**src/rtl/sysctl_pkg.sv**
```systemverilog
package sysctl_pkg;

  localparam int unsigned BYTE_W  = 8;
  localparam int unsigned N_FIXED = 8;

  localparam logic [15:0] PORT_CTL   = 16'h0092;
  localparam logic [15:0] PORT_LED   = 16'h0808;
  localparam logic [15:0] PORT_LOCK1 = 16'h0810;
  localparam logic [15:0] PORT_LOCK2 = 16'h0812;
  localparam logic [15:0] PORT_CACHE = 16'h081C;
  localparam logic [15:0] PORT_MAP   = 16'h0850;
  localparam logic [15:0] PORT_ID0   = 16'h0800;
  localparam logic [15:0] PORT_ID1   = 16'h0802;
  localparam logic [15:0] PORT_ID2   = 16'h0803;

  typedef struct packed {
    logic ctl;
    logic led;
    logic lock1;
    logic lock2;
    logic cache;
    logic mapsel;
    logic scratch;
  } wsel_t;

  typedef enum logic [2:0] {
    RD_DEFAULT = 3'd0,
    RD_CONST   = 3'd1,
    RD_CACHE   = 3'd2,
    RD_MAP     = 3'd3,
    RD_SCRATCH = 3'd4
  } rsrc_t;

  // Fixed read-only ports: address of entry k
  function automatic logic [15:0] fixed_addr(int k);
    case (k)
      0:       fixed_addr = 16'h0092;
      1:       fixed_addr = 16'h0800;
      2:       fixed_addr = 16'h0802;
      3:       fixed_addr = 16'h0803;
      4:       fixed_addr = 16'h080C;
      5:       fixed_addr = 16'h0810;
      6:       fixed_addr = 16'h0818;
      default: fixed_addr = 16'h0823;
    endcase
  endfunction

  // Fixed read-only ports: value of entry k
  function automatic logic [BYTE_W-1:0] fixed_val(int k);
    case (k)
      0:       fixed_val = 8'h00;
      1:       fixed_val = 8'hEF;
      2:       fixed_val = 8'hAD;
      3:       fixed_val = 8'hE0;
      4:       fixed_val = 8'h3C;
      5:       fixed_val = 8'h39;
      6:       fixed_val = 8'h00;
      default: fixed_val = 8'h03;
    endcase
  endfunction

endpackage

```
**src/rtl/sysctl_decode.sv**
```systemverilog
module sysctl_decode
  import sysctl_pkg::*;
#(
  parameter int unsigned ADDR_W       = 16,
  parameter int unsigned NUM_SCRATCH  = 2,
  parameter logic [15:0] SCRATCH_BASE = 16'h0398,
  localparam int unsigned IDX_W = (NUM_SCRATCH > 1) ? $clog2(NUM_SCRATCH) : 1
) (
  input  logic [ADDR_W-1:0] addr,
  output wsel_t             wsel,
  output rsrc_t             rsrc,
  output logic [BYTE_W-1:0] const_val,
  output logic [IDX_W-1:0]  scr_idx
);

  logic [ADDR_W-1:0] scr_off;
  logic              scr_hit;

  assign scr_off = addr - ADDR_W'(SCRATCH_BASE);
  assign scr_hit = (scr_off < ADDR_W'(NUM_SCRATCH));

  always_comb begin
    wsel      = '0;
    rsrc      = RD_DEFAULT;
    const_val = 8'hFF;
    scr_idx   = '0;

    for (int k = 0; k < N_FIXED; k++) begin
      if (addr == ADDR_W'(fixed_addr(k))) begin
        rsrc      = RD_CONST;
        const_val = fixed_val(k);
      end
    end

    if (addr == ADDR_W'(PORT_CTL))   wsel.ctl   = 1'b1;
    if (addr == ADDR_W'(PORT_LED))   wsel.led   = 1'b1;
    if (addr == ADDR_W'(PORT_LOCK1)) wsel.lock1 = 1'b1;
    if (addr == ADDR_W'(PORT_LOCK2)) wsel.lock2 = 1'b1;

    if (addr == ADDR_W'(PORT_CACHE)) begin
      wsel.cache = 1'b1;
      rsrc       = RD_CACHE;
    end

    if (addr == ADDR_W'(PORT_MAP)) begin
      wsel.mapsel = 1'b1;
      rsrc        = RD_MAP;
    end

    if (scr_hit) begin
      wsel.scratch = 1'b1;
      rsrc         = RD_SCRATCH;
      scr_idx      = scr_off[IDX_W-1:0];
    end
  end

endmodule

```
**src/rtl/sysctl_regs.sv**
```systemverilog
module sysctl_regs
  import sysctl_pkg::*;
#(
  parameter int unsigned CACHE_W     = 4,
  parameter int unsigned NUM_SCRATCH = 2,
  localparam int unsigned IDX_W = (NUM_SCRATCH > 1) ? $clog2(NUM_SCRATCH) : 1
) (
  input  logic                          clk,
  input  logic                          rst_n,
  input  logic                          wr_en,
  input  wsel_t                         wsel,
  input  logic [BYTE_W-1:0]             wr_data,
  input  logic [IDX_W-1:0]              scr_idx,
  output logic                          soft_rst_o,
  output logic                          le_mode_o,
  output logic                          disk_led_o,
  output logic [CACHE_W-1:0]            cache_ctl_o,
  output logic                          map_sel_o,
  output logic [NUM_SCRATCH*BYTE_W-1:0] scratch_o
);

  logic               ctl_en, led_en, cache_en, map_en;
  logic               soft_rst_d, le_mode_d, disk_led_d, map_sel_d;
  logic [CACHE_W-1:0] cache_d;
  logic               chk_arm;

  assign ctl_en   = wr_en && wsel.ctl;
  assign led_en   = wr_en && wsel.led;
  assign cache_en = wr_en && wsel.cache;
  assign map_en   = wr_en && wsel.mapsel;

  always_comb begin
    soft_rst_d = soft_rst_o;
    le_mode_d  = le_mode_o;
    disk_led_d = disk_led_o;
    cache_d    = cache_ctl_o;
    map_sel_d  = map_sel_o;
    if (ctl_en) begin
      soft_rst_d = wr_data[0];
      le_mode_d  = wr_data[1];
    end
    if (led_en)   disk_led_d = wr_data[0];
    if (cache_en) cache_d    = wr_data[CACHE_W-1:0];
    if (map_en)   map_sel_d  = wr_data[0];
  end

  always_ff @(posedge clk or negedge rst_n) begin
    if (!rst_n) begin
      soft_rst_o  <= 1'b0;
      le_mode_o   <= 1'b0;
      disk_led_o  <= 1'b0;
      cache_ctl_o <= '0;
      map_sel_o   <= 1'b0;
    end else begin
      soft_rst_o  <= soft_rst_d;
      le_mode_o   <= le_mode_d;
      disk_led_o  <= disk_led_d;
      cache_ctl_o <= cache_d;
      map_sel_o   <= map_sel_d;
    end
  end

  for (genvar g = 0; g < NUM_SCRATCH; g++) begin : g_scratch
    logic              byte_en;
    logic [BYTE_W-1:0] byte_d;

    assign byte_en = wr_en && wsel.scratch && (scr_idx == IDX_W'(g));

    always_comb begin
      byte_d = scratch_o[g*BYTE_W +: BYTE_W];
      if (byte_en) byte_d = wr_data;
    end

    always_ff @(posedge clk or negedge rst_n) begin
      if (!rst_n) scratch_o[g*BYTE_W +: BYTE_W] <= '0;
      else        scratch_o[g*BYTE_W +: BYTE_W] <= byte_d;
    end
  end

  always_ff @(posedge clk or negedge rst_n) begin
    if (!rst_n) chk_arm <= 1'b0;
    else        chk_arm <= 1'b1;
  end


  soft_rst_follow_chk: assert property (@(posedge clk) disable iff (!rst_n)
    chk_arm && $past(ctl_en) |-> (soft_rst_o == $past(wr_data[0])) && (le_mode_o == $past(wr_data[1])));


  led_hold_chk: assert property (@(posedge clk) disable iff (!rst_n)
    chk_arm && !$past(led_en) |-> $stable(disk_led_o));


  map_hold_chk: assert property (@(posedge clk) disable iff (!rst_n)
    chk_arm && !$past(map_en) |-> $stable(map_sel_o));

endmodule

```
**src/rtl/sysctl_strobe.sv**
```systemverilog
module sysctl_strobe #(
  parameter int unsigned NUM_LOCK = 2
) (
  input  logic                clk,
  input  logic                rst_n,
  input  logic [NUM_LOCK-1:0] req_i,
  output logic [NUM_LOCK-1:0] pulse_o
);

  logic chk_arm;

  for (genvar g = 0; g < NUM_LOCK; g++) begin : g_lock
    logic pulse_d;

    assign pulse_d = req_i[g];

    always_ff @(posedge clk or negedge rst_n) begin
      if (!rst_n) pulse_o[g] <= 1'b0;
      else        pulse_o[g] <= pulse_d;
    end


    lock_pulse_chk: assert property (@(posedge clk) disable iff (!rst_n)
      chk_arm |-> pulse_o[g] == $past(req_i[g]));
  end

  always_ff @(posedge clk or negedge rst_n) begin
    if (!rst_n) chk_arm <= 1'b0;
    else        chk_arm <= 1'b1;
  end

endmodule

```
**src/rtl/sysctl_rdmux.sv**
```systemverilog
module sysctl_rdmux
  import sysctl_pkg::*;
#(
  parameter int unsigned CACHE_W     = 4,
  parameter int unsigned NUM_SCRATCH = 2,
  localparam int unsigned IDX_W = (NUM_SCRATCH > 1) ? $clog2(NUM_SCRATCH) : 1
) (
  input  logic                          clk,
  input  logic                          rst_n,
  input  logic                          rd_en,
  input  rsrc_t                         rsrc,
  input  logic [BYTE_W-1:0]             const_val,
  input  logic [CACHE_W-1:0]            cache_ctl,
  input  logic                          map_sel,
  input  logic [NUM_SCRATCH*BYTE_W-1:0] scratch,
  input  logic [IDX_W-1:0]              scr_idx,
  output logic [BYTE_W-1:0]             rd_data
);

  logic [BYTE_W-1:0] rd_d;
  logic              chk_arm;

  always_comb begin
    case (rsrc)
      RD_CONST:   rd_d = const_val;
      RD_CACHE:   rd_d = BYTE_W'(cache_ctl);
      RD_MAP:     rd_d = BYTE_W'(map_sel);
      RD_SCRATCH: rd_d = scratch[scr_idx*BYTE_W +: BYTE_W];
      default:    rd_d = 8'hFF;
    endcase
  end

  always_ff @(posedge clk or negedge rst_n) begin
    if (!rst_n)     rd_data <= '0;
    else if (rd_en) rd_data <= rd_d;
  end

  always_ff @(posedge clk or negedge rst_n) begin
    if (!rst_n) chk_arm <= 1'b0;
    else        chk_arm <= 1'b1;
  end


  default_read_chk: assert property (@(posedge clk) disable iff (!rst_n)
    chk_arm && $past(rd_en && rsrc == RD_DEFAULT) |-> rd_data == 8'hFF);


  cache_upper_chk: assert property (@(posedge clk) disable iff (!rst_n)
    chk_arm && $past(rd_en && rsrc == RD_CACHE) |-> rd_data[7:4] == 4'h0);


  read_hold_chk: assert property (@(posedge clk) disable iff (!rst_n)
    chk_arm && !$past(rd_en) |-> $stable(rd_data));

endmodule

```
**src/rtl/sysctl_bank.sv**
```systemverilog
module sysctl_bank
  import sysctl_pkg::*;
#(
  parameter int unsigned ADDR_W       = 16,
  parameter int unsigned CACHE_W      = 4,
  parameter int unsigned NUM_SCRATCH  = 2,
  parameter logic [15:0] SCRATCH_BASE = 16'h0398
) (
  input  logic               clk,
  input  logic               rst_n,
  input  logic [ADDR_W-1:0]  addr,
  input  logic               wr_en,
  input  logic [7:0]         wr_data,
  input  logic               rd_en,
  output logic [7:0]         rd_data,
  output logic               soft_rst_o,
  output logic               le_mode_o,
  output logic               disk_led_o,
  output logic [CACHE_W-1:0] cache_ctl_o,
  output logic               map_sel_o,
  output logic               lock1_o,
  output logic               lock2_o
);

  localparam int unsigned IDX_W    = (NUM_SCRATCH > 1) ? $clog2(NUM_SCRATCH) : 1;
  localparam int unsigned NUM_LOCK = 2;

  logic                          rst_meta, rst_sync_n;
  wsel_t                         wsel;
  rsrc_t                         rsrc;
  logic [BYTE_W-1:0]             const_val;
  logic [IDX_W-1:0]              scr_idx;
  logic [NUM_SCRATCH*BYTE_W-1:0] scratch;
  logic [NUM_LOCK-1:0]           lock_req, lock_pulse;
  logic                          id_port;

  always_ff @(posedge clk or negedge rst_n) begin
    if (!rst_n) begin
      rst_meta   <= 1'b0;
      rst_sync_n <= 1'b0;
    end else begin
      rst_meta   <= 1'b1;
      rst_sync_n <= rst_meta;
    end
  end

  sysctl_decode #(
    .ADDR_W(ADDR_W), .NUM_SCRATCH(NUM_SCRATCH), .SCRATCH_BASE(SCRATCH_BASE)
  ) i_decode (
    .addr(addr), .wsel(wsel), .rsrc(rsrc), .const_val(const_val), .scr_idx(scr_idx)
  );

  sysctl_regs #(
    .CACHE_W(CACHE_W), .NUM_SCRATCH(NUM_SCRATCH)
  ) i_regs (
    .clk(clk), .rst_n(rst_sync_n), .wr_en(wr_en), .wsel(wsel), .wr_data(wr_data),
    .scr_idx(scr_idx), .soft_rst_o(soft_rst_o), .le_mode_o(le_mode_o),
    .disk_led_o(disk_led_o), .cache_ctl_o(cache_ctl_o), .map_sel_o(map_sel_o),
    .scratch_o(scratch)
  );

  assign lock_req = {wr_en && wsel.lock2, wr_en && wsel.lock1};

  sysctl_strobe #(.NUM_LOCK(NUM_LOCK)) i_strobe (
    .clk(clk), .rst_n(rst_sync_n), .req_i(lock_req), .pulse_o(lock_pulse)
  );

  assign lock1_o = lock_pulse[0];
  assign lock2_o = lock_pulse[1];

  sysctl_rdmux #(
    .CACHE_W(CACHE_W), .NUM_SCRATCH(NUM_SCRATCH)
  ) i_rdmux (
    .clk(clk), .rst_n(rst_sync_n), .rd_en(rd_en), .rsrc(rsrc), .const_val(const_val),
    .cache_ctl(cache_ctl_o), .map_sel(map_sel_o), .scratch(scratch),
    .scr_idx(scr_idx), .rd_data(rd_data)
  );

  assign id_port = (addr == ADDR_W'(PORT_ID0)) || (addr == ADDR_W'(PORT_ID1)) ||
                   (addr == ADDR_W'(PORT_ID2));


  id_write_ignored_chk: assert property (@(posedge clk) disable iff (!rst_sync_n)
    wr_en && id_port |-> wsel == '0);


  single_target_chk: assert property (@(posedge clk) disable iff (!rst_sync_n)
    wr_en |-> $onehot0(wsel));

endmodule

```
**config.mk**
```make
export PLATFORM = sky130hd
export DESIGN_NAME = sysctl_bank
export DESIGN_NICKNAME = d
export VERILOG_FILES = /design/src/rtl/sysctl_pkg.sv /design/src/rtl/sysctl_decode.sv /design/src/rtl/sysctl_regs.sv /design/src/rtl/sysctl_strobe.sv /design/src/rtl/sysctl_rdmux.sv /design/src/rtl/sysctl_bank.sv
export SDC_FILE = /design/constraint.sdc
export NUM_CORES = 1
export LEC_CHECK = 0
export ABC_AREA = 1
export BUFFER_PORTS_ARGS = -buffer_cell sky130_fd_sc_hd__buf_2
export CORE_MARGIN = 5
export CORE_UTILIZATION = 55
export CTS_BUF_LIST = sky130_fd_sc_hd__clkbuf_8
export DETAILED_ROUTE_END_ITERATION = 16
export HOLD_SLACK_MARGIN = 0.05
export PLACE_DENSITY = 0.79
export SYNTH_ARGS = -nofsm -noshare
export SYNTH_HDL_FRONTEND = slang
export SYNTH_SLANG_ARGS = --single-unit
```
**constraint.sdc**
```tcl
create_clock -name clk -period 1.5 [get_ports clk]
set_input_delay 0.3 -clock clk [delete_from_list [all_inputs] [get_ports clk]]
set_output_delay 0.3 -clock clk [all_outputs]
set_load 0.1 [all_outputs]
```
# Word-level counts from Yosys, hierarchy flattened
# Cells that the tools add are included.
# word_totals
register_bits,36
latchBits,0
ram_bits,0
mem_bits_ro,0
inputBits,28
output_inout_bits,18
elab_cells,69
mem_count,0
# classes
addsub,1
multipliers,0
div_mod_pow,0
n_lt_le_gt_ge,1
n_eq_ne,16
shift,1
n_mux,28
n_bitwise,1
n_reduce_logical,9
# op_table
cell,count
$eq 16x12->1 const B,11
$mux 8,8
$pmux 8 s4,1
$eq 16x8->1 const B,1
$lt 16x2->1 const B,1
$mux 1,16
$shiftx 16x5->8,1
$sub 16x10->16 const B,1
$logic_and 1x1->1,9
$eq 3x2->1 const B,2
$mux 2,2
$eq 3x1->1 const B,1
$eq 3x3->1 const B,1
$mux 3,1
$not 1->1,1

# Longest topological paths before layout
# Gate-level depths: netlist of the first run.
# logic_depth
ltp_word,14
depth_mapped,16

# Modules after synthesis
# A second synthesis of the first run with hierarchy kept.
# unflattened
hier_cells,359
area_unflattened_um2,2363.5
# modules_own_cells
mod,n_inst,cells_per_inst,area_per_inst_um2,seq_area_each_um2
sysctl_regs,1,104,965.9,600.6
sysctl_decode,1,142,656.9,0.0
sysctl_rdmux,1,104,621.8,200.2
sysctl_bank,1,7,68.8,50.0
sysctl_strobe,1,2,50.0,50.0

# Worst setup path before layout of the first run
# No wires, ideal clock.
# synth_path
path_kind,in2reg
from,in addr[3]
to,reg i_regs.scratch_o[6]
arrival_time_ns,1.597
required_time_ns,1.382
path_slack_ns,-0.215
path_stages,14
n_path_buf,1
cell_sequence,ha_1 -> inv_1 -> nand2_1 -> nor2_1 -> nand3_1 -> nor2_2 -> nand2_2 -> inv_2 -> nand2_4 -> nor2_4 -> nand2_2 -> buf_6 -> nand2_1 -> o21ai_2
# synth_via
elab_chain_cells,5
elab_cells_between_ends,7
cone_classes,1 x add/sub; 1 x order compare; 2 x mux; 1 x bitwise; 2 x reduce/logical
# synth_rtl
item,line_no,source
start: declaration,sysctl_bank.sv:11,"input logic [ADDR_W-1:0] addr,"
$sub 16x10->16 (*),sysctl_decode.sv:19,assign scr_off = addr - ADDR_W'(SCRATCH_BASE);
$lt 16x2->1 (*),sysctl_decode.sv:20,assign scr_hit = (scr_off < ADDR_W'(NUM_SCRATCH));
$mux 1,sysctl_decode.sv:50,if (scr_hit) begin
$logic_and 1x1->1 or $not 1->1 (tied branches),sysctl_regs.sv:67,assign byte_en = wr_en && wsel.scratch && (scr_idx == IDX_W'(g));
$logic_and 1x1->1 (*),sysctl_regs.sv:67,
end signal: indexed assignment,sysctl_regs.sv:76,else scratch_o[g*BYTE_W +: BYTE_W] <= byte_d;
end: declaration,sysctl_regs.sv:19,output logic [NUM_SCRATCH*BYTE_W-1:0] scratch_o
# Mark *: on every way between the ends. The rest lies on a longest branch, timed or not.
# A chain may end at the register's enable or synchronous reset.

# Worst setup path after layout of the first run
# Ends and elaborated chain as after synthesis.

==> results of run 1 <==
==> metal layers <==
metal | global-route usage | up-vias | share of wire
li1 | - | 1350 | -
met1 | 0.285 | 1280 | 0.41
met2 | 0.432 | 87 | 0.53
met3 | 0.0498 | 18 | 0.050
met4 | 0.0743 | 0 | 0.018
met5 | 0 | - | 0
==> per-stage QoR <==
step	utilization	std cells	hold WS, ns	power [mW]	worst slack [ns]
after floorplan	-	363	0.00441	1.15	-0.116
after global placement	0.725	506	0.0848	1.30	-0.380
after detailed placement	0.725	506	0.0859	1.31	-0.429
after CTS	0.781	519	0.283	2.02	-0.0341
after global routing	0.811	521	0.294	2.14	-0.183
final	0.811	521	0.294	2.04	-0.0699
==> flip-flops by register name, summed over array words and instances (netlist names) <==
name / cells
i_rdmux.rd_data: 8
i_regs.cache_ctl_o: 4
rst_meta: 1
i_strobe.pulse_o: 2
i_regs.soft_rst_o: 1
i_regs.disk_led_o: 1
i_regs.map_sel_o: 1
i_regs.scratch_o: 16
rst_sync_n: 1
i_regs.le_mode_o: 1
==> logic make-up (layout without fill, tap and decap cells) <==
family	count (synthesis)	count (layout)	synth area share
buffers and inverters	58	163	0.0952
adder cells (fa/ha/maj)	1	1	0.00493
XOR/XNOR	2	2	0.00691
AND/OR/NAND/NOR	230	231	0.435
AO/OA/AOI/OAI	31	31	0.0858
flip-flops	36	36	0.355
other	1	1	0.00148
multiplexers	4	4	0.0158
==> power by group through the flow <==
stage | sequential (mW) | clock, mW | combinational, mW
2_1_floorplan | 1.01 | 0 | 0.142
5_1_grt | 0.974 | 0.761 | 0.403
3_5_place_dp | 0.993 | 0 | 0.313
3_3_place_gp | 0.993 | 0 | 0.306
6_report | 0.975 | 0.697 | 0.364
4_1_cts | 0.975 | 0.706 | 0.338
==> final timing paths <==
check	startpoint	end	slack, ns	depth (start not counted)
worst max-delay path	addr[3]	i_regs.scratch_o[6]	-0.07	14
worst min-delay path	wr_data[7]	i_regs.scratch_o[15]	0.29	3
worst max register to register	i_regs.scratch_o[13]	i_rdmux.rd_data[5]	0.51	4
worst min register to register	rst_sync_n	i_regs.cache_ctl_o[3]	0.31	1
max in group asynchronous	rst_sync_n	i_regs.scratch_o[14]	0.89	1
min in group asynchronous	rst_sync_n	i_regs.cache_ctl_o[3]	0.31	1
==> cell usage in the layout, fill, tap and decap left out, types with 6 or more instances in the layout <==
master	count
nor2_2	9
nor2_1	37
nand3_1	29
o21ai_0	9
buf_2	42
nand3_2	8
nor2_4	14
clkbuf_8	6
nand4_1	6
dfrtp_1	36
o21ai_2	17
inv_2	14
buf_4	53
nand2_1	78
nand2_4	7
nand2_2	28
inv_1	40
==> worst min-delay path: stages <==
cell and delay [ns]:
buf_2 0.07, inv_1 0.06, o21ai_2 0.12
==> area by class of cell <==
class | instances | area (sq um) | share of cell area
well taps | 52 | 65.1 | 0.0182
flip-flops and latches | 36 | 901 | 0.252
multi-input cells | 270 | 1620 | 0.453
clock buffers | 6 | 82.6 | 0.0231
inverters | 53 | 199 | 0.0556
repair buffers | 102 | 698 | 0.195
clock inverters | 2 | 11.3 | 0.00315
==> timing repair <==
action,4_1_cts,5_1_grt
buffers inserted,3,2
pin swaps,15,19
setup endpoints to repair,24,29
gates cloned,1,0
hold endpoints to repair,2,0
hold buffers,1,0
resized for setup,26,30
==> summary.md, run 1 <==
| Metric | Value |
|---|---|
| Outcome | finished, violations left |
| Failing checks | negative setup slack |
| I/O Buffers | 45 |
| Largest cells by area after synthesis | dfrtp_1 (36%), nand2_1 (15%), nand3_1 (6.7%) |
| First-pass GRT wire length | 11.9 mm |
| Fin nets | 497 |
| Sequential area share after synthesis | 0.355 |
| Synth Cell Area | 0.00254 sq mm |
| Initial Utilization | 0.575 |
| Avg Vias per Cell | 5.25 |
| Max Root-Sink Buffers | 2 |
| Yosys warning count | 0 |
| Die X | 77.9 microns |
| Setup TNS | -0.846 ns |
| Most frequent cell after synthesis | nand2_1 |
| DIE HEIGHT | 77.9 microns |
| Setup crit end kind | register |
| Setup WS post-layout | -0.0699 ns |
| GRT Resource Usage Total | 0.240 |
| HP Class | in -> reg |
| Post-Syn Area per Cell | 6.99 sq um |
| Final worst path period need | 1.57 ns |
| Maximum clock rate | 637 MHz |
| CTS tree | built |
| CTS Sinks | 36 |
| Total number of vias | 2735 |
| Post-route cell area | 0.00358 sq mm |
| Cell row count | 24 |
| Crit-path max FO | 8 |
| Flop and latch count out of synthesis | 36 |
| Largest area contributor in the netlist | dfrtp_1 |
| H-tree levels | 2 |
| Crit path required time | 1.67 ns |
| Fillers | 295 |
| Clock share of power | 0.342 |
| Final setup violating endpoints | 23 |
| Most common cell on crit path | nand2_2 |
| Final ANT Viol Nets | 0 |
| Max_cap viols | 0 |
| Clk slew on worst S/H paths | 0.07 ns |
| Net switching power | 552 uW |
| Final hold violations | 0 |
| Vias in the first global route | 2713 |
| Post-synth top area share | 0.355 |
| Initial antenna violation count | 0 |
| Final Max Slew Viols | 0 |
| Synth Instances | 363 |
| Worst vdd rail ir drop | 0.644 mV |
| Unrepaired setup endpoints after global routing | true |
| Share of cells above drive strength 1 | 0.458 |
| Dpl cell area | 0.00320 sq mm |
| CTS buffer count | 5 |
| Post-synth EDFFs | 0 |
| Hpwl dp | 5.26 mm |
| CP Cell Sequence | buf_8 -> ha_4 -> inv_2 -> nand2_2 -> nor2_4 -> nand3_1 -> nor2_2 -> nand2_2 -> inv_2 -> nand2_4 -> nor2_4 -> nand2_8 -> nand2_2 -> o21ai_2 |
| Sw frac | 0.271 |
| Pwr dens | 569 mW/mm^2 |
| RePlAce Congestion | 0.912 |
| Kind of critical path | in -> reg |
| Number of top-level pins | 46 |
| Drt drc | 0 |
| Cell Int Power | 1.48 mW |
| Clock Tree Root | clkbuf_8 |
| Post-synth ARST share | 1.00 |
| Pin count of the biggest net entering global routing | 35 |
| Main synth FF type | dfrtp_1 |
| Leakage | 1.82 nW |
| Worst-Skew Late Latency | 0.29 ns |
| Core Region | 0.00441 sq mm |
| WL per Instance | 14.0 microns |
| DRC violation total after the first TritonRoute iteration | 146 |
| Net Count, Synth | 392 |
| Clk_skew | 0.00492 ns |
| Logic pwr share | 0.179 |
| Netlist cell types | 28 |
| Syn-to-layout area delta | 41.1% |
| DRT Wirelength | 7.28 mm |
| CP Buf/Inv Count | 3 |
| CP top delay family | simple AND/OR/NAND/NOR gates |
| Die area | 0.00607 sq mm |
| Most instantiated cells after synthesis | nand2_1 (100), nor2_1 (45), inv_1 (42) |
| Tcrit/Tclk final | 1.05 |
| Diodes inserted | 0 |
| Congestion Overflow GR | 0 |
| CP peak stage delay | 0.22 ns |
| Share of power burned in registers | 0.479 |
| Crit path arrival time | 1.74 ns |
| DRT Pass-1 Iters | 4 |
| Worst path slowest cell | ha_4 |
| Critical path startpoint category | primary input |
(Power assumes the default switching activity.)
==> run 2: changes to the inputs <==
--- a/config.mk
+++ b/config.mk
@@ -8,11 +8,11 @@
 export ABC_AREA = 1
 export BUFFER_PORTS_ARGS = -buffer_cell sky130_fd_sc_hd__buf_2
 export CORE_MARGIN = 5
-export CORE_UTILIZATION = 55
+export CORE_UTILIZATION = 52
 export CTS_BUF_LIST = sky130_fd_sc_hd__clkbuf_8
 export DETAILED_ROUTE_END_ITERATION = 16
 export HOLD_SLACK_MARGIN = 0.05
-export PLACE_DENSITY = 0.79
+export PLACE_DENSITY = 0.78
 export SYNTH_ARGS = -nofsm -noshare
 export SYNTH_HDL_FRONTEND = slang
 export SYNTH_SLANG_ARGS = --single-unit
==> constraint.sdc (replaced) <==
create_clock -name clk -period 1.4 [get_ports clk]
set_input_delay 0.28 -clock clk [delete_from_list [all_inputs] [get_ports clk]]
set_output_delay 0.28 -clock clk [all_outputs]
set_load 0.1 [all_outputs]
==> run 2 against run 1 <==
Worst setup slack got worse by 0.20 ns. Non-clock buffer count rose by 1. Clock skew rose by 0.0054 ns. Final cell count rose by 3.5%. Die area rose by 5.0%. The flow still finishes with violations (negative setup slack). Sequential power rose by 7%. Clock power rose by 29%. Combinational power rose by 5%. Sequential cell count did not move. Register-to-register slack got worse by 0.14 ns. Sequential share of layout area fell by 0.27 points. Via count rose by 5.4%.
==> summary.md, run 2 (synthesis results as in run 1) <==
| Metric | Value |
|---|---|
| Diodes inserted | 0 (unchanged) |
| CTS buffer count | 5 (unchanged) |
| Crit path arrival time | 1.90 ns (+0.16 ns) |
| Setup WS post-layout | -0.268 ns (-0.198 ns) |
| Pin count of the biggest net entering global routing | 35 (unchanged) |
| DRT Wirelength | 7.96 mm (+9.3%) |
| Core Region | 0.00472 sq mm (+7.0%) |
| I/O Buffers | 45 (unchanged) |
| Most common cell after layout, fill and taps aside | nand2_1 |
| Unrepaired setup endpoints after global routing | true |
| Crit-path max FO | 3 (-5) |
| DRT Pass-1 Iters | 5 (+1) |
| Outcome | finished, violations left |
| CTS Sinks | 36 (unchanged) |
| Syn-to-layout area delta | 42.8% |
| DRC violation total after the first TritonRoute iteration | 276 (+89%) |
| R2R depth | 6 (+2) |
| Final ANT Viol Nets | 0 (unchanged) |
| DIE HEIGHT | 79.8 microns (+2.5%) |
| CP peak stage delay | 0.22 ns (about the same) |
| Final core occ | 0.767 (-0.0438) |
| Congestion Overflow GR | 0 (unchanged) |
| Die X | 79.8 microns (+2.5%) |
| Failing checks | negative setup slack |
| Drt drc | 0 (unchanged) |
| Cell row count | 25 (+4.2%) |
| Hold_sp | wr_data[5] |
| Final hold violations | 0 (unchanged) |
| Power, Total | 2.32 mW (+14%) |
| Final setup violating endpoints | 24 (+4.3%) |
| Worst vdd rail ir drop | 0.702 mV (+9.0%) |
| Initial Utilization | 0.537 (-0.0376) |
| Share of cells above drive strength 1 | 0.468 (+0.00980) |
| Tcrit/Tclk final | 1.19 |
| Number of top-level pins | 46 (unchanged) |
| Max Root-Sink Buffers | 2 (unchanged) |
| Most frequent cells in the layout | nand2_1 (81), buf_4 (58), inv_1 (40) |
| Max FFs per register | 16 (unchanged) |
| HP Class | in -> reg |
| Fillers | 315 (+6.8%) |
| Leakage | 1.86 nW (+1.8%) |
| Worst hold slack | 0.269 ns (-0.0244 ns) |
| Largest Register | i_regs.scratch_o |
| Maximum clock rate | 600 MHz |
| Clk_skew | 0.0103 ns (+0.00538 ns) |
| Max_cap viols | 0 (unchanged) |
| Final worst path period need | 1.67 ns |
| Clk slew on worst S/H paths | 0.08 ns (about the same) |
| Worst-Skew Late Latency | 0.30 ns (about the same) |
| Worst Setup EP | i_rdmux.rd_data[4] |
| First-pass GRT wire length | 12.0 mm (+1.2%) |
| Flop-to-flop setup slack | 0.37 ns (-0.14 ns) |
| Worst setup path start | addr[3] |
| RePlAce Congestion | 0.930 (+2.0%) |
| Initial antenna violation count | 0 (unchanged) |
| Worst reg2reg path endpoint | i_rdmux.rd_data[0] |
| CP Cell Sequence | buf_8 -> ha_4 -> inv_2 -> nand2_2 -> nor2_2 -> nand3_1 -> nor2_2 -> nand2_2 -> inv_2 -> nand2_4 -> nor2_4 -> nand2_1 -> nand2_1 -> nor2_1 -> a21oi_1 |
| Crit path required time | 1.63 ns (-0.04 ns) |
| Pre-CTS WS | -0.501 ns (-0.0714 ns) |
| Hpwl dp | 5.39 mm (+2.6%) |
| WL per Instance | 14.8 microns (+5.7%) |
| Clock Tree Root | clkbuf_8 |
| Total number of vias | 2883 (+5.4%) |
| CTS tree | built |
| Pwr dens | 642 mW/mm^2 (+13%) |
| Final Max Slew Viols | 0 (unchanged) |
| Avg Vias per Cell | 5.35 (+1.9%) |
| Fin nets | 500 (+0.60%) |
| Worst path slowest cell | ha_4 |
| Reg2reg start | i_regs.scratch_o[0] |
| H-tree levels | 2 (unchanged) |
| Die area | 0.00637 sq mm (+5.0%) |
| Top Registers | i_regs.scratch_o (16), i_rdmux.rd_data (8), i_regs.cache_ctl_o (4) |
| GRT Resource Usage Total | 0.239 (-0.000602) |
| Critical path startpoint category | primary input |
| Kind of critical path | in -> reg |
| Setup crit end kind | register |
| Vias in the first global route | 2648 (-2.4%) |
## run 2: changes by cell type in the layout (fill, tap and decap cells not counted), sizes merged
cell / previous run / this run
buf: 101 / 99
bufinv: 0 / 1
clkbuf: 6 / 8
clkinv: 0 / 1
clkinvlp: 1 / 0
nand2: 115 / 116
nor2: 60 / 61
## run 2: stage by stage
step                instances  setup TNS, ns  cell area (sq um)
global placement          522         -12.75               3260
floorplan                 363          -3.17               2570
detailed placement        522         -14.05               3260
CTS                       534          -2.37               3490
finish                    539          -5.20               3620
global route              539          -6.93               3620
## run 2: final cells by class
type,instances,area [sq um],share of cell area
clock buffers,5,68.8,0.0190
clock inverters,3,38.8,0.0107
inverters,53,201,0.0556
multi-input cells,272,1610,0.444
flip-flops and latches,36,902,0.249
well taps,67,83.8,0.0231
repair buffers,103,719,0.199
## run 2: worst min-delay path by stage
stage,end,slack [ns],cells past startpoint
after detailed placement,rst_meta,0.07,1
final,i_regs.scratch_o[5],0.27,3
after CTS,i_regs.scratch_o[5],0.27,3
after global placement,rst_sync_n,0.06,1
after floorplan,rst_meta,-0.02,0
after global routing,i_regs.scratch_o[5],0.29,3
## run 2: power breakdown
part	switching (mW)	leakage [nW]	internal [mW]
Sequential	0.00192	0.451	1.04
Clock	0.377	0.0593	0.521
Combinational	0.234	1.34	0.147
Total	0.613	1.86	1.71
## run 2: routing by layer
metal | wire length, microns | part of all wire | track usage
met4 | 287 | 0.036 | 0.103
met3 | 497 | 0.062 | 0.0384
met5 | 0 | 0 | 0
met2 | 4020 | 0.50 | 0.412
met1 | 3160 | 0.40 | 0.296
## run 2: repair_timing
action / 4_1_cts / 5_1_grt
gates resized for setup: 26 / 30
hold buffers: 1 / 0
endpoints found under the hold margin: 2 / 0
setup buffers: 1 / 4
setup endpoints to repair: 32 / 35
pin swaps: 10 / 6
gates cloned: 2 / 1
## run 2: worst max-delay path: cells and delay by family
family | cells | cell delay [ns]
buf+inv | 3 | 0.27
simple gates | 10 | 1.01
fa+ha+maj | 1 | 0.22
compound gates | 1 | 0.11
==> run 3: changes to the inputs <==
--- a/config.mk
+++ b/config.mk
@@ -8,11 +8,10 @@
 export ABC_AREA = 1
 export BUFFER_PORTS_ARGS = -buffer_cell sky130_fd_sc_hd__buf_2
 export CORE_MARGIN = 5
-export CORE_UTILIZATION = 52
+export CORE_UTILIZATION = 25
 export CTS_BUF_LIST = sky130_fd_sc_hd__clkbuf_8
 export DETAILED_ROUTE_END_ITERATION = 16
 export HOLD_SLACK_MARGIN = 0.05
-export PLACE_DENSITY = 0.78
 export SYNTH_ARGS = -nofsm -noshare
 export SYNTH_HDL_FRONTEND = slang
 export SYNTH_SLANG_ARGS = --single-unit
==> run 3 against run 2 <==
The run still ends with negative setup slack left. Global-route usage down 12 points. Non-clock buffer count up 8. Critical path type unchanged. Final cell count up 13%.
==> summary.md, run 3 (synthesis results as in run 1) <==
| Metric | Value |
|---|---|
| Worst Setup EP | i_rdmux.rd_data[3] |
| Tcrit/Tclk final | 1.09 (-0.102) |
| Max Root-Sink Buffers | 2 (unchanged) |
| H-tree levels | 2 (unchanged) |
| Cell depth of the worst setup path | 14 (-1) |
| Fin nets | 506 (+1.2%) |
| HP Class | reg -> async |
| Post-route cell area | 0.00386 sq mm (+6.7%) |
| I/O Buffers | 45 (unchanged) |
| RePlAce Congestion | 0.845 (-9.1%) |
| Worst vdd rail ir drop | 0.292 mV (-58%) |
| Vias in the first global route | 2711 (+2.4%) |
| Worst-Skew Late Latency | 0.29 ns (about the same) |
| Syn-to-layout area delta | 52.4% |
| Failing checks | negative setup slack |
| Congestion Overflow GR | 0 (unchanged) |
| Cell row count | 36 (+44%) |
| Reg2reg start | i_regs.scratch_o[14] |
| Most common cell after layout, fill and taps aside | nand2_1 |
| Flop-to-flop setup slack | 0.43 ns (+0.06 ns) |
| Final ANT Viol Nets | 0 (unchanged) |
| CTS buffer count | 5 (unchanged) |
| Max_cap viols | 0 (unchanged) |
| DIE HEIGHT | 111 microns (+39%) |
| Diodes inserted | 0 (unchanged) |
| Total number of vias | 2563 (-11%) |
| CP peak stage delay | 0.23 ns (about the same) |
| Power, Total | 2.12 mW (-8.6%) |
| Pin count of the biggest net entering global routing | 35 (unchanged) |
| CTS Sinks | 36 (unchanged) |
| Initial antenna violation count | 0 (unchanged) |
| Hpwl dp | 5.66 mm (+4.8%) |
| Worst path slowest cell | nor2_4 |
| Crit-path max FO | 6 (+3) |
| Largest Register | i_regs.scratch_o |
| GRT Resource Usage Total | 0.121 (-0.119) |
| WL per Instance | 11.6 microns (-21%) |
| Area of the multi-input gates | 0.00158 sq mm (-1.6%) |
| Clock Tree Root | clkbuf_8 |
| Most frequent cells in the layout | nand2_1 (84), buf_4 (61), inv_1 (42) |
| Crit path required time | 1.59 ns (-0.04 ns) |
| Kind of critical path | in -> reg |
| Die X | 111 microns (+39%) |
| DRT Pass-1 Iters | 4 (-1) |
| Reg area | 902 sq um (unchanged) |
| Outcome | finished, violations left |
| Fillers | 1066 (+240%) |
| Leakage | 1.92 nW (+3.5%) |
| Final setup violating endpoints | 24 (unchanged) |
| CP top delay family | simple AND/OR/NAND/NOR gates |
| Maximum clock rate | 656 MHz (+9.4%) |
| Critical path startpoint category | primary input |
| Number of top-level pins | 46 (unchanged) |
| Setup WS post-layout | -0.125 ns (+0.143 ns) |
| Setup crit end kind | register |
| CP Cell Sequence | buf_2 -> nor2_4 -> nand2_2 -> nor2_4 -> buf_6 -> nand3_2 -> nand2_2 -> nor2_1 -> nand2_2 -> nor2_2 -> nor2_4 -> nand3_1 -> nand2_1 -> inv_1 |
| Max FFs per register | 16 (unchanged) |
| Final Max Slew Viols | 0 (unchanged) |
| Final worst path period need | 1.52 ns (-0.143 ns) |
| Clk slew on worst S/H paths | 0.07 ns (about the same) |
| Dpl cell area | 0.00356 sq mm (+9.2%) |
| Final core occ | 0.394 (-0.373) |
| Crit path arrival time | 1.71 ns (-0.19 ns) |
| Final hold violations | 0 (unchanged) |
| Clk_skew | 0.00775 ns (-0.00255 ns) |
| Unrepaired setup endpoints after global routing | true |
| Worst setup path start | addr[8] |
| Die area | 0.0123 sq mm (+92%) |
| Initial Utilization | 0.258 (-0.279) |
| Top Registers | i_regs.scratch_o (16), i_rdmux.rd_data (8), i_regs.cache_ctl_o (4) |
| Core Region | 0.00982 sq mm (+110%) |
| Worst reg2reg path endpoint | i_rdmux.rd_data[6] |
| CP Buf/Inv Count | 3 (unchanged) |
| DRT Wirelength | 7.11 mm (-11%) |
| Drt drc | 0 (unchanged) |
| Pwr dens | 549 mW/mm^2 (-14%) |
| First-pass GRT wire length | 12.5 mm (+3.7%) |
| R2R depth | 4 (-2) |
| DRC violation total after the first TritonRoute iteration | 58 (-79%) |
| Avg Vias per Cell | 4.19 (-22%) |
| Share of cells above drive strength 1 | 0.456 (-0.0122) |
| CTS tree | built |
run 3: cell types whose count changed in the layout (fill, tap and decap cells not counted), moves of 3 or more:
cell,before,now
nand3_1,28,31
buf_6,1,7
o21ai_0,5,8
buf_4,58,61
nand2_1,81,84
buf_2,37,29
nand3_2,11,7
buf_12,2,11
o21ai_1,7,4
nor2_2,18,12
nand2_2,28,25
nor2_4,10,13
run 3: power breakdown:
group	total, mW	internal [mW]	switching (mW)
clock	0.693	0.334	0.358
combinational	0.387	0.163	0.224
sequential	1.04	1.04	0.000991
total	2.12	1.54	0.583
run 3: per-stage QoR:
step	setup slack [ns]	TNS, ns	std cells	hold slack, ns
2_1_floorplan	-0.196	-3.17	363	-0.0156
3_3_place_gp	-0.441	-11.94	599	0.0662
3_5_place_dp	-0.460	-12.16	599	0.0664
4_1_cts	-0.112	-2.03	609	0.266
5_1_grt	-0.263	-5.54	611	0.269
6_report	-0.125	-2.29	611	0.262
run 3: how the worst min path moves through the flow:
stage,startpoint,end,cells after the start
6_report,rst_sync_n,i_regs.scratch_o[15],1
5_1_grt,wr_data[7],i_regs.scratch_o[7],3
4_1_cts,wr_data[3],i_regs.scratch_o[3],3
3_5_place_dp,rst_n,rst_meta,1
3_3_place_gp,rst_n,rst_meta,1
2_1_floorplan,rst_n,rst_meta,0
run 3: area by class of cell:
| class | count | area share |
|---|---|---|
| tap | 133 | 0.0431 |
| timing repair buffer | 111 | 0.242 |
| sequential | 36 | 0.233 |
| inverter | 53 | 0.0515 |
| multi-input combinational | 270 | 0.409 |
| clock buffer | 5 | 0.0178 |
| clock inverter | 3 | 0.00324 |
run 3: layer usage:
metal / GRT usage / part of all wire
met1: 0.145 / 0.44
met4: 0.0369 / 0.022
met5: 0 / 0
met3: 0.0240 / 0.031
met2: 0.216 / 0.50
run 3: worst register-to-register path, cell delays in order (launching register included):
cell,delay (ns)
dfrtp_1,0.38
mux2i_1,0.22
o21ai_1,0.12
nor2_2,0.11
nor2_1,0.04
run 3: timing repair:
| action | CTS | global route |
|---|---|---|
| endpoints found under the hold margin | 2 | 0 |
| cloned | 1 | 0 |
| gates resized for setup | 20 | 33 |
| pin swaps | 5 | 8 |
| buffers inserted | 0 | 2 |
| endpoints found under the setup margin | 28 | 28 |
| hold buffers | 1 | 0 |
